--- src/rtl/pcs_pkg.sv ---
package pcs_pkg;
  localparam int PCS_ADDR_W  = 9;
  localparam int PCS_INSTR_W = 14;
  localparam int PCS_DATA_W  = 8;
  localparam int PCS_PAD_W   = PCS_ADDR_W - PCS_DATA_W;

  typedef logic [PCS_ADDR_W-1:0]  pc_t;
  typedef logic [PCS_INSTR_W-1:0] iw_t;
  typedef logic [PCS_DATA_W-1:0]  byte_t;

  typedef enum logic [2:0] {
    BR_NONE, BR_JMP, BR_CALL_S, BR_CALL_L, BR_RET, BR_RETLIT
  } br_kind_e;

  // branch-class decode of one instruction word
  function automatic br_kind_e br_decode(input iw_t iw);
    if (iw[13:11] == 3'b100)  return BR_CALL_L;
    if (iw[13:11] == 3'b101)  return BR_JMP;
    if (iw[13:9]  == 5'b11001) return BR_JMP;
    if (iw[13:8]  == 6'b110000) return BR_CALL_S;
    if (iw[13:8]  == 6'b110001) return BR_RETLIT;
    if (iw == 14'h1004)       return BR_RET;
    return BR_NONE;
  endfunction

  function automatic pc_t pc_incr(input pc_t p);
    return p + 1'b1;
  endfunction

  // page-zero target: upper bits forced low
  function automatic pc_t page0(input byte_t b);
    return {{PCS_PAD_W{1'b0}}, b};
  endfunction

  function automatic pc_t full_tgt(input iw_t iw);
    return iw[PCS_ADDR_W-1:0];
  endfunction
endpackage

--- src/rtl/pcs_stack.sv ---
module pcs_stack
  import pcs_pkg::*;
#(
  parameter int DEPTH = 2
) (
  input  logic clk,
  input  logic rst_n,
  input  logic push,
  input  logic pop,
  input  pc_t  push_val,
  output pc_t  top
);
  localparam int LAST = DEPTH - 1;

  pc_t ent [DEPTH];

  always_ff @(posedge clk or negedge rst_n) begin
    if (!rst_n) begin
      for (int i = 0; i < DEPTH; i++) ent[i] <= '0;
    end else if (push) begin
      ent[0] <= push_val;
      for (int i = 1; i < DEPTH; i++) ent[i] <= ent[i-1];
    end else if (pop) begin
      // the deepest entry is kept, so an over-pop repeats it
      for (int i = 0; i < LAST; i++) ent[i] <= ent[i+1];
    end
  end

  assign top = ent[0];

  // a push lands on top and shifts the old top down
  p_push_top_r8: assert property (@(posedge clk) disable iff (!rst_n)
    push |=> (top == $past(push_val)));
  p_push_shift_r8: assert property (@(posedge clk) disable iff (!rst_n)
    push |=> (ent[1] == $past(ent[0])));
  // a pop exposes the next entry and keeps the deepest one
  p_pop_next_r8: assert property (@(posedge clk) disable iff (!rst_n)
    (pop && !push) |=> (top == $past(ent[1])) && $stable(ent[LAST]));
  p_one_op_r8: assert property (@(posedge clk) disable iff (!rst_n)
    !(push && pop));
endmodule

--- src/rtl/pcs_next.sv ---
module pcs_next
  import pcs_pkg::*;
(
  input  pc_t      pc,
  input  iw_t      instr,
  input  logic     squash,
  input  logic     skip_hit,
  input  logic     pc_wr,
  input  byte_t    alu_data,
  input  pc_t      stk_top,
  output pc_t      pc_nxt,
  output logic     take,
  output logic     push_en,
  output logic     pop_en,
  output logic     short_tgt,
  output logic     w_load,
  output byte_t    w_lit
);
  br_kind_e kind;
  logic     wr_eff;
  logic     skip_eff;

  always_comb begin
    kind     = squash ? BR_NONE : br_decode(instr);
    wr_eff   = !squash && pc_wr && (kind == BR_NONE);
    skip_eff = !squash && skip_hit && (kind == BR_NONE) && !pc_wr;
    push_en  = 1'b0;
    pop_en   = 1'b0;
    unique case (kind)
      BR_JMP:             pc_nxt = full_tgt(instr);
      BR_CALL_S: begin    pc_nxt = page0(instr[7:0]); push_en = 1'b1; end
      BR_CALL_L: begin    pc_nxt = full_tgt(instr);   push_en = 1'b1; end
      BR_RET, BR_RETLIT: begin pc_nxt = stk_top;     pop_en  = 1'b1; end
      default:            pc_nxt = wr_eff ? page0(alu_data) : pc_incr(pc);
    endcase
    take      = (kind != BR_NONE) || wr_eff || skip_eff;
    short_tgt = (kind == BR_CALL_S) || wr_eff;
    w_load    = (kind == BR_RETLIT);
    w_lit     = instr[7:0];
  end
endmodule

--- src/rtl/pc_sequencer.sv ---
module pc_sequencer
  import pcs_pkg::*;
#(
  parameter int STACK_DEPTH = 2
) (
  input  logic                   clk,
  input  logic                   rst_n,
  input  logic [PCS_INSTR_W-1:0] instr,
  input  logic                   skip_hit,
  input  logic                   pc_wr,
  input  logic [PCS_DATA_W-1:0]  alu_data,
  output logic [PCS_ADDR_W-1:0]  fetch_addr,
  output logic                   squash,
  output logic                   w_load,
  output logic [PCS_DATA_W-1:0]  w_lit
);
  localparam pc_t RESET_VEC = '1;

  pc_t  pc_q, pc_nxt, stk_top;
  logic squash_q;
  logic take, push_en, pop_en, short_tgt;

  pcs_next u_next (
    .pc        (pc_q),
    .instr     (instr),
    .squash    (squash_q),
    .skip_hit  (skip_hit),
    .pc_wr     (pc_wr),
    .alu_data  (alu_data),
    .stk_top   (stk_top),
    .pc_nxt    (pc_nxt),
    .take      (take),
    .push_en   (push_en),
    .pop_en    (pop_en),
    .short_tgt (short_tgt),
    .w_load    (w_load),
    .w_lit     (w_lit)
  );

  pcs_stack #(.DEPTH(STACK_DEPTH)) u_stack (
    .clk      (clk),
    .rst_n    (rst_n),
    .push     (push_en),
    .pop      (pop_en),
    .push_val (pc_q),
    .top      (stk_top)
  );

  always_ff @(posedge clk or negedge rst_n) begin
    if (!rst_n) begin
      pc_q     <= RESET_VEC;
      squash_q <= 1'b1;      // nothing valid fetched yet
    end else begin
      pc_q     <= pc_nxt;
      squash_q <= take;
    end
  end

  assign fetch_addr = pc_q;
  assign squash     = squash_q;

  // a change of flow cancels exactly the following slot
  p_take_squash_r9: assert property (@(posedge clk) disable iff (!rst_n)
    take |=> squash);
  p_squash_once_r10: assert property (@(posedge clk) disable iff (!rst_n)
    squash |=> !squash);
  // sequential stepping with wrap
  p_seq_step_r2: assert property (@(posedge clk) disable iff (!rst_n)
    !take |=> (fetch_addr == pc_t'($past(fetch_addr) + 1'b1)));
  // short call and ALU write land in page zero
  p_page0_r6: assert property (@(posedge clk) disable iff (!rst_n)
    short_tgt |=> (fetch_addr[PCS_ADDR_W-1] == 1'b0));
  // literal load only alongside a pop
  p_lit_pop_r7: assert property (@(posedge clk) disable iff (!rst_n)
    w_load |-> pop_en);
  // a cancelled word moves neither stack nor working register
  p_squash_quiet_r10: assert property (@(posedge clk) disable iff (!rst_n)
    squash |-> (!push_en && !pop_en && !w_load));
endmodule

--- config.mk ---
export PLATFORM = sky130hd
export DESIGN_NAME = pc_sequencer
export DESIGN_NICKNAME = d
export VERILOG_FILES = /design/src/rtl/pcs_pkg.sv /design/src/rtl/pcs_stack.sv /design/src/rtl/pcs_next.sv /design/src/rtl/pc_sequencer.sv
export SDC_FILE = /design/constraint.sdc
export NUM_CORES = 1
export LEC_CHECK = 0
export BUFFER_PORTS_ARGS = -buffer_cell sky130_fd_sc_hd__buf_2
export CAP_MARGIN = 15
export CELL_PAD_IN_SITES_DETAIL_PLACEMENT = 0
export CELL_PAD_IN_SITES_GLOBAL_PLACEMENT = 1
export CORE_MARGIN = 2
export CORE_UTILIZATION = 25
export DETAILED_ROUTE_END_ITERATION = 10
export HOLD_SLACK_MARGIN = 0.03
export PLACE_DENSITY = 0.55
export SYNTH_ARGS = -nofsm -noshare
export SYNTH_HDL_FRONTEND = slang
export SYNTH_HIERARCHICAL = 1
export SYNTH_SLANG_ARGS = --single-unit
--- constraint.sdc ---
create_clock -name clk -period 1.9 [get_ports clk]
set_input_delay 0.095 -clock clk [delete_from_list [all_inputs] [get_ports clk]]
set_output_delay 0.095 -clock clk [all_outputs]
set_load 0.05 [all_outputs]
==> reports/results.ini, run 1 <==
[place]
hpwl_mm = 3.59
place.gp.congestion = 0.740
io_buffers = 44
place_area_um2 = 2070

[cells_and_area]
synthToLayoutAreaGrowth_pct = 18.8
design_area_um2 = 2150
num_antenna_cells = 0
fillers = 798
nets = 250
final_layout_size_suffix_gt1_share_pct = 39.2

[cts]
cts_buffers = 3
worstSkewPairLatency_ns = 0.28
cts_root_buffer = clkbuf_8
cts.sinks = 28
cts_resized = 0
clock_tree.buffer_depth = 2
clkTransAtPathRegs_ns = 0.10
cts_tree = done
htree_levels = 1

[critical_path]
crit_required_ns = 2.12
critPathMaxFanout = 6
cp-end-kind = flip-flop
critPathBufInv = 0
path_delay_family = flip-flops
rr_startpoint = fetch_addr[3]$_DFF_PN1_
worstPathCellList = and4_1 > a21boi_0 > nor3b_1 > o21ai_0 > a221o_1
critical_path.slowest_cell = dfstp_2
critical_path.startpoint_type = flip-flop
crit_type = reg2reg
cp_slowest_stage_delay_ns = 0.61
worst_r2r_path_depth = 5
arrival_ns = 1.93
worstReg2RegEnd = fetch_addr[6]$_DFF_PN1_
reg2reg_slack_ns = 0.19

[timing]
finalHoldViolations = 0
setup_viol = 0
timing.final.crit_period_ns = 1.71
worst_slew_pin_slew_ns = 0.648
drv_slew = 0
max_freq_ghz = 0.584
slew-limit-headroom_pct = 56.8
finClkSkew_ns = 0.00642
fin_crit_sh_pct = 90.1
rsz0062_at_grt = no

[drt]
wl_met3_um = 147
ant_nets = 0
met2_length_mm = 2.34
drt_iter0_markers = 61
drc = 0
routed_wl_mm = 4.64
wire_per_inst_um = 14.5
dr.pass1.iters = 4
highest_layer = met4
wl_met1_mm = 2.13
num_vias = 1440
avgViaCountPerCell = 4.49

[die]
row_count = 31
die_w_um = 89.1
pin_count = 45
core_um2 = 7140
die_h_um = 89.1
initial_core_util_pct = 25.4
die-area_um2 = 7940

[yosys]
avgSynthCellArea_um2 = 9.69
yosysWarnings = 6
synth_cells = 187
syn_nets = 214
synth_area_um2 = 1810

[global_route]
antenna_found_initial = 0
grt_pass1_vias = 1507
grt_max_degree = 29
grt_first_pass_wirelength_mm = 7.67
grtUsageTotal_pct = 12.8
globalRouteOverflowTotal = 0

[flow_run]
drv_cap = 0

[power]
p_per_area_nw_per_um2 = 1410
ir_drop_uv = 507
fin_total_pwr_mw = 3.03
p_leak_nw = 0.892

[min_path]
min_to = squash$_DFF_PN1_
holdCritStartpoint = skip_hit
hold_class = in2reg
hold_depth = 3

[run_status]
status = finished clean

[per-stage QoR]
stage / cells / hold slack (ns) / setup WS [ns] / util (%) / TNS, ns
6_report: 321 / 0.102 / 0.188 / 30.2 / 0
5_1_grt: 321 / 0.0980 / 0.0599 / 30.2 / 0
4_1_cts: 321 / 0.0957 / 0.192 / 30.2 / 0
3_5_place_dp: 316 / 0.162 / 0.101 / 29.0 / 0
3_3_place_gp: 316 / 0.174 / -0.00509 / 29.0 / -0.0142
2_1_floorplan: 187 / -0.201 / 0.106 / - / 0
[worst reg2reg max path: stages, from the launching register on]
cell and delay [ns]:
dfstp_2 0.61, and4_1 0.30, a21boi_0 0.13, nor3b_1 0.20
o21ai_0 0.11, a221o_1 0.30
[layout make-up]
| cell class | count | area, µm² | area share, % |
|---|---|---|---|
| clock buffers | 3 | 41.3 | 1.92 |
| well taps | 99 | 124 | 5.76 |
| flip-flops and latches | 28 | 713 | 33.1 |
| clock inverters | 1 | 30.0 | 1.40 |
| multi-input cells | 132 | 903 | 42.0 |
| repair buffers | 58 | 340 | 15.8 |
[routing by layer]
layer	GRT usage [%]	vias up
met2	22.6	22
met3	2.68	2
met1	16.0	691
li1	-	725
met4	2.85	0
met5	0	-
[registers in the layout, summed over array words and instances, names as in the netlist]
signal	count
fetch_addr	9
u_stack/ent	9
u_stack/top	9
squash	1
[worst max-delay path by stage]
stage                                        from                         end  slack (ns)  cells after the start
final                     fetch_addr[3]$_DFF_PN1_     fetch_addr[6]$_DFF_PN1_        0.19                      5
after global routing      fetch_addr[3]$_DFF_PN1_     fetch_addr[7]$_DFF_PN1_        0.06                      5
after CTS                        squash$_DFF_PN1_     fetch_addr[5]$_DFF_PN1_        0.19                      5
after detailed placement                 instr[3]  u_stack/top[3]$_DFFE_PN0P_        0.10                      8
after global placement                   instr[3]  u_stack/top[1]$_DFFE_PN0P_      -0.005                      8
after floorplan                  squash$_DFF_PN1_     fetch_addr[7]$_DFF_PN1_        0.11                      6
[where the power goes]
part	internal [mW]	switching, mW
clock network	0.282	0.200
logic	0.537	0.855
registers	0.932	0.227
total	1.75	1.28
[layout by cell type, fill, tap and decap left out, types with 2 or more instances in the layout]
| master | instances |
|---|---|
| nand4_1 | 2 |
| xor2_1 | 4 |
| and3_1 | 2 |
| buf_4 | 12 |
| mux2_4 | 2 |
| o211ai_1 | 6 |
| buf_2 | 44 |
| a21oi_1 | 3 |
| o211ai_2 | 3 |
| a22oi_1 | 2 |
| a221o_1 | 2 |
| a211oi_1 | 4 |
| o21ai_0 | 14 |
| xnor2_1 | 2 |
| nand2_1 | 26 |
| mux2i_1 | 10 |
| nand3_1 | 6 |
| mux2_2 | 7 |
| o221ai_1 | 2 |
| clkbuf_8 | 3 |
| dfrtp_1 | 18 |
| nor3b_1 | 2 |
| a21boi_0 | 2 |
| nor2_1 | 10 |
| dfstp_2 | 10 |
| nand2b_1 | 3 |
[timing repair]
action                                 in CTS  in global routing
buffers inserted                            0                  0
hold buffers                                1                  0
endpoints found under the hold margin      18                  0
Power figures use the tool's default switching activity.
==> inputs of run 2 (changes only) <==
--- a/config.mk
+++ b/config.mk
@@ -10,11 +10,12 @@
 export CELL_PAD_IN_SITES_DETAIL_PLACEMENT = 0
 export CELL_PAD_IN_SITES_GLOBAL_PLACEMENT = 1
 export CORE_MARGIN = 2
-export CORE_UTILIZATION = 25
+export CORE_UTILIZATION = 40
 export DETAILED_ROUTE_END_ITERATION = 10
 export HOLD_SLACK_MARGIN = 0.03
-export PLACE_DENSITY = 0.55
+export PLACE_DENSITY = 0.8
 export SYNTH_ARGS = -nofsm -noshare
 export SYNTH_HDL_FRONTEND = slang
 export SYNTH_HIERARCHICAL = 1
 export SYNTH_SLANG_ARGS = --single-unit
+export TNS_END_PERCENT = 1
==> run 2 against run 1 <==
- global-route usage increased by 4.1 points
- register-to-register slack about the same
- sequential cell count unchanged
- count of clock-buffer cells in the layout unchanged
- critical path type unchanged
==> reports/results.ini, run 2 (synthesized netlist as in run 1, its figures left out) <==
[cells_and_area]
num_antenna_cells = 0  ; unchanged
fin_cells = 269  ; -16%
regArea_um2 = 713  ; unchanged
synthToLayoutAreaGrowth_pct = 12.4
fillers = 428  ; -46%
multiInputGateArea_um2 = 906  ; +0.28%
nets = 246  ; -1.6%
final_common_cell = buf_2
final_layout_size_suffix_gt1_share_pct = 38.2  ; -0.94 points
layout_common_cells = buf_2 (44), nand2_1 (26), dfrtp_1 (18), o21ai_0 (14)

[global_route]
grtUsageTotal_pct = 16.9  ; +4.1 points
grt_pass1_vias = 1426  ; -5.4%
antenna_found_initial = 0  ; unchanged
grt_first_pass_wirelength_mm = 6.93  ; -9.6%
globalRouteOverflowTotal = 0  ; unchanged
grt_max_degree = 29  ; unchanged

[run_status]
status = finished clean

[critical_path]
arrival_ns = 1.88  ; -0.05 ns
rr_startpoint = fetch_addr[0]$_DFF_PN1_
crit_path_start = fetch_addr[0]$_DFF_PN1_
critical_path.startpoint_type = flip-flop
cp-end-kind = flip-flop
cp_slowest_stage_delay_ns = 0.59  ; -0.02 ns
crit_type = reg2reg
critical_path.slowest_cell = dfstp_2
critPathBufInv = 0  ; unchanged
critPathMaxFanout = 5  ; -1
path_delay_family = flip-flops
crit_required_ns = 2.08  ; -0.04 ns
worstPathCellList = ha_2 > nand3_1 > xor2_1 > a211oi_1 > a21oi_1 > o21ai_0

[power]
p_per_area_nw_per_um2 = 1400  ; -0.76%
ir_drop_uv = 710  ; +40%
p_leak_nw = 0.856  ; -4.0%

[timing]
worst_slew_pin_slew_ns = 0.612  ; -0.0356 ns
rsz0062_at_grt = no
finalHoldViolations = 0  ; unchanged
max_freq_ghz = 0.589  ; +0.82%
timing.final.crit_period_ns = 1.70  ; -0.0140 ns
fin_crit_sh_pct = 89.4  ; -0.74 points
finClkSkew_ns = 0.00624  ; -0.000178 ns
fin_tns_setup_ns = 0  ; unchanged
setup_viol = 0  ; unchanged
whs_ns = 0.144  ; +0.0414 ns
slew-limit-headroom_pct = 59.2  ; +2.4 points
drv_slew = 0  ; unchanged

[cts]
cts_setup_buffers = 0  ; unchanged
worstSkewPairLatency_ns = 0.27  ; about the same
cts_root_buffer = clkbuf_8
cts_buffers = 3  ; unchanged
clkTransAtPathRegs_ns = 0.09  ; about the same
clock_tree.buffer_depth = 2  ; unchanged
cts.sinks = 28  ; unchanged
cts_tree = done
htree_levels = 1  ; unchanged

[min_path]
hold_class = in2reg
holdCritStartpoint = skip_hit

[drt]
ant_nets = 0  ; unchanged
dr.pass1.iters = 4  ; unchanged
drc = 0  ; unchanged
avgViaCountPerCell = 5.39  ; +20%
wire_per_inst_um = 15.3  ; +6.1%
num_vias = 1451  ; +0.76%
drt_iter0_markers = 70  ; +15%
routed_wl_mm = 4.13  ; -11%

[place]
dp.cells = 265  ; -16%
hpwl_mm = 3.19  ; -11%
io_buffers = 44  ; unchanged
place.gp.congestion = 0.842  ; +14%

[die]
die-area_um2 = 5080  ; -36%
pin_count = 45  ; unchanged
initial_core_util_pct = 41.6  ; +16 points
die_h_um = 71.3  ; -20%
core_um2 = 4350  ; -39%
row_count = 24  ; -23%
die_w_um = 71.3  ; -20%

[flow_run]
drv_cap = 0  ; unchanged

## run 2: final timing paths
kind                       slack (ns)  cells after the start                          to
max                              0.20                      6     fetch_addr[4]$_DFF_PN1_
min                              0.14                      3            squash$_DFF_PN1_
max reg2reg                      0.20                      6     fetch_addr[4]$_DFF_PN1_
min reg2reg                      0.52                      1  u_stack/ent[0]$_DFFE_PN0P_
max in group asynchronous        1.13                      2  u_stack/top[8]$_DFFE_PN0P_
min in group asynchronous        0.37                      2  u_stack/top[7]$_DFFE_PN0P_
## run 2: where the power goes
part | switching (mW) | internal, mW
logic | 0.828 | 0.529
clock network | 0.172 | 0.142
registers | 0.242 | 0.933
total | 1.24 | 1.60
## run 2: metrics by stage
| step | setup WS (ns) | util [%] | power, mW | area [µm²] |
|---|---|---|---|---|
| after floorplan | 0.106 | - | 2.27 | 1810 |
| after global placement | 0.150 | 45.5 | 2.52 | 1980 |
| after detailed placement | 0.140 | 45.5 | 2.55 | 1980 |
| after CTS | 0.176 | 46.7 | 2.87 | 2030 |
| after global routing | 0.0460 | 46.8 | 3.06 | 2040 |
| final | 0.202 | 46.8 | 2.85 | 2040 |
## run 2: area by class of cell
class / count / area share [%]
Timing Repair Buffer: 54 / 15.2
Tap cell: 52 / 3.20
Sequential cell: 28 / 35.0
Clock buffer: 3 / 2.03
Multi-Input combinational cell: 132 / 44.5
## run 2: what timing repair did
item                                   in CTS  in global routing
resized for setup                           0                  1
endpoints found under the hold margin      18                  0
hold buffers                                1                  0
setup endpoints to repair                   0                  1
## run 2: tightest hold or removal path, stage by stage
cell	delay (ns)
buf_2	0.08
a211oi_1	0.04
a21oi_1	0.15
## run 2: metal layers
| metal | global-route usage, % | wire length [µm] | up-vias |
|---|---|---|---|
| met1 | 23.8 | 1970 | 709 |
| met3 | 3.52 | 132 | 2 |
| met2 | 27.7 | 2020 | 24 |
| li1 | - | - | 716 |
| met4 | 1.89 | 11 | 0 |
| met5 | 0 | 0 | - |
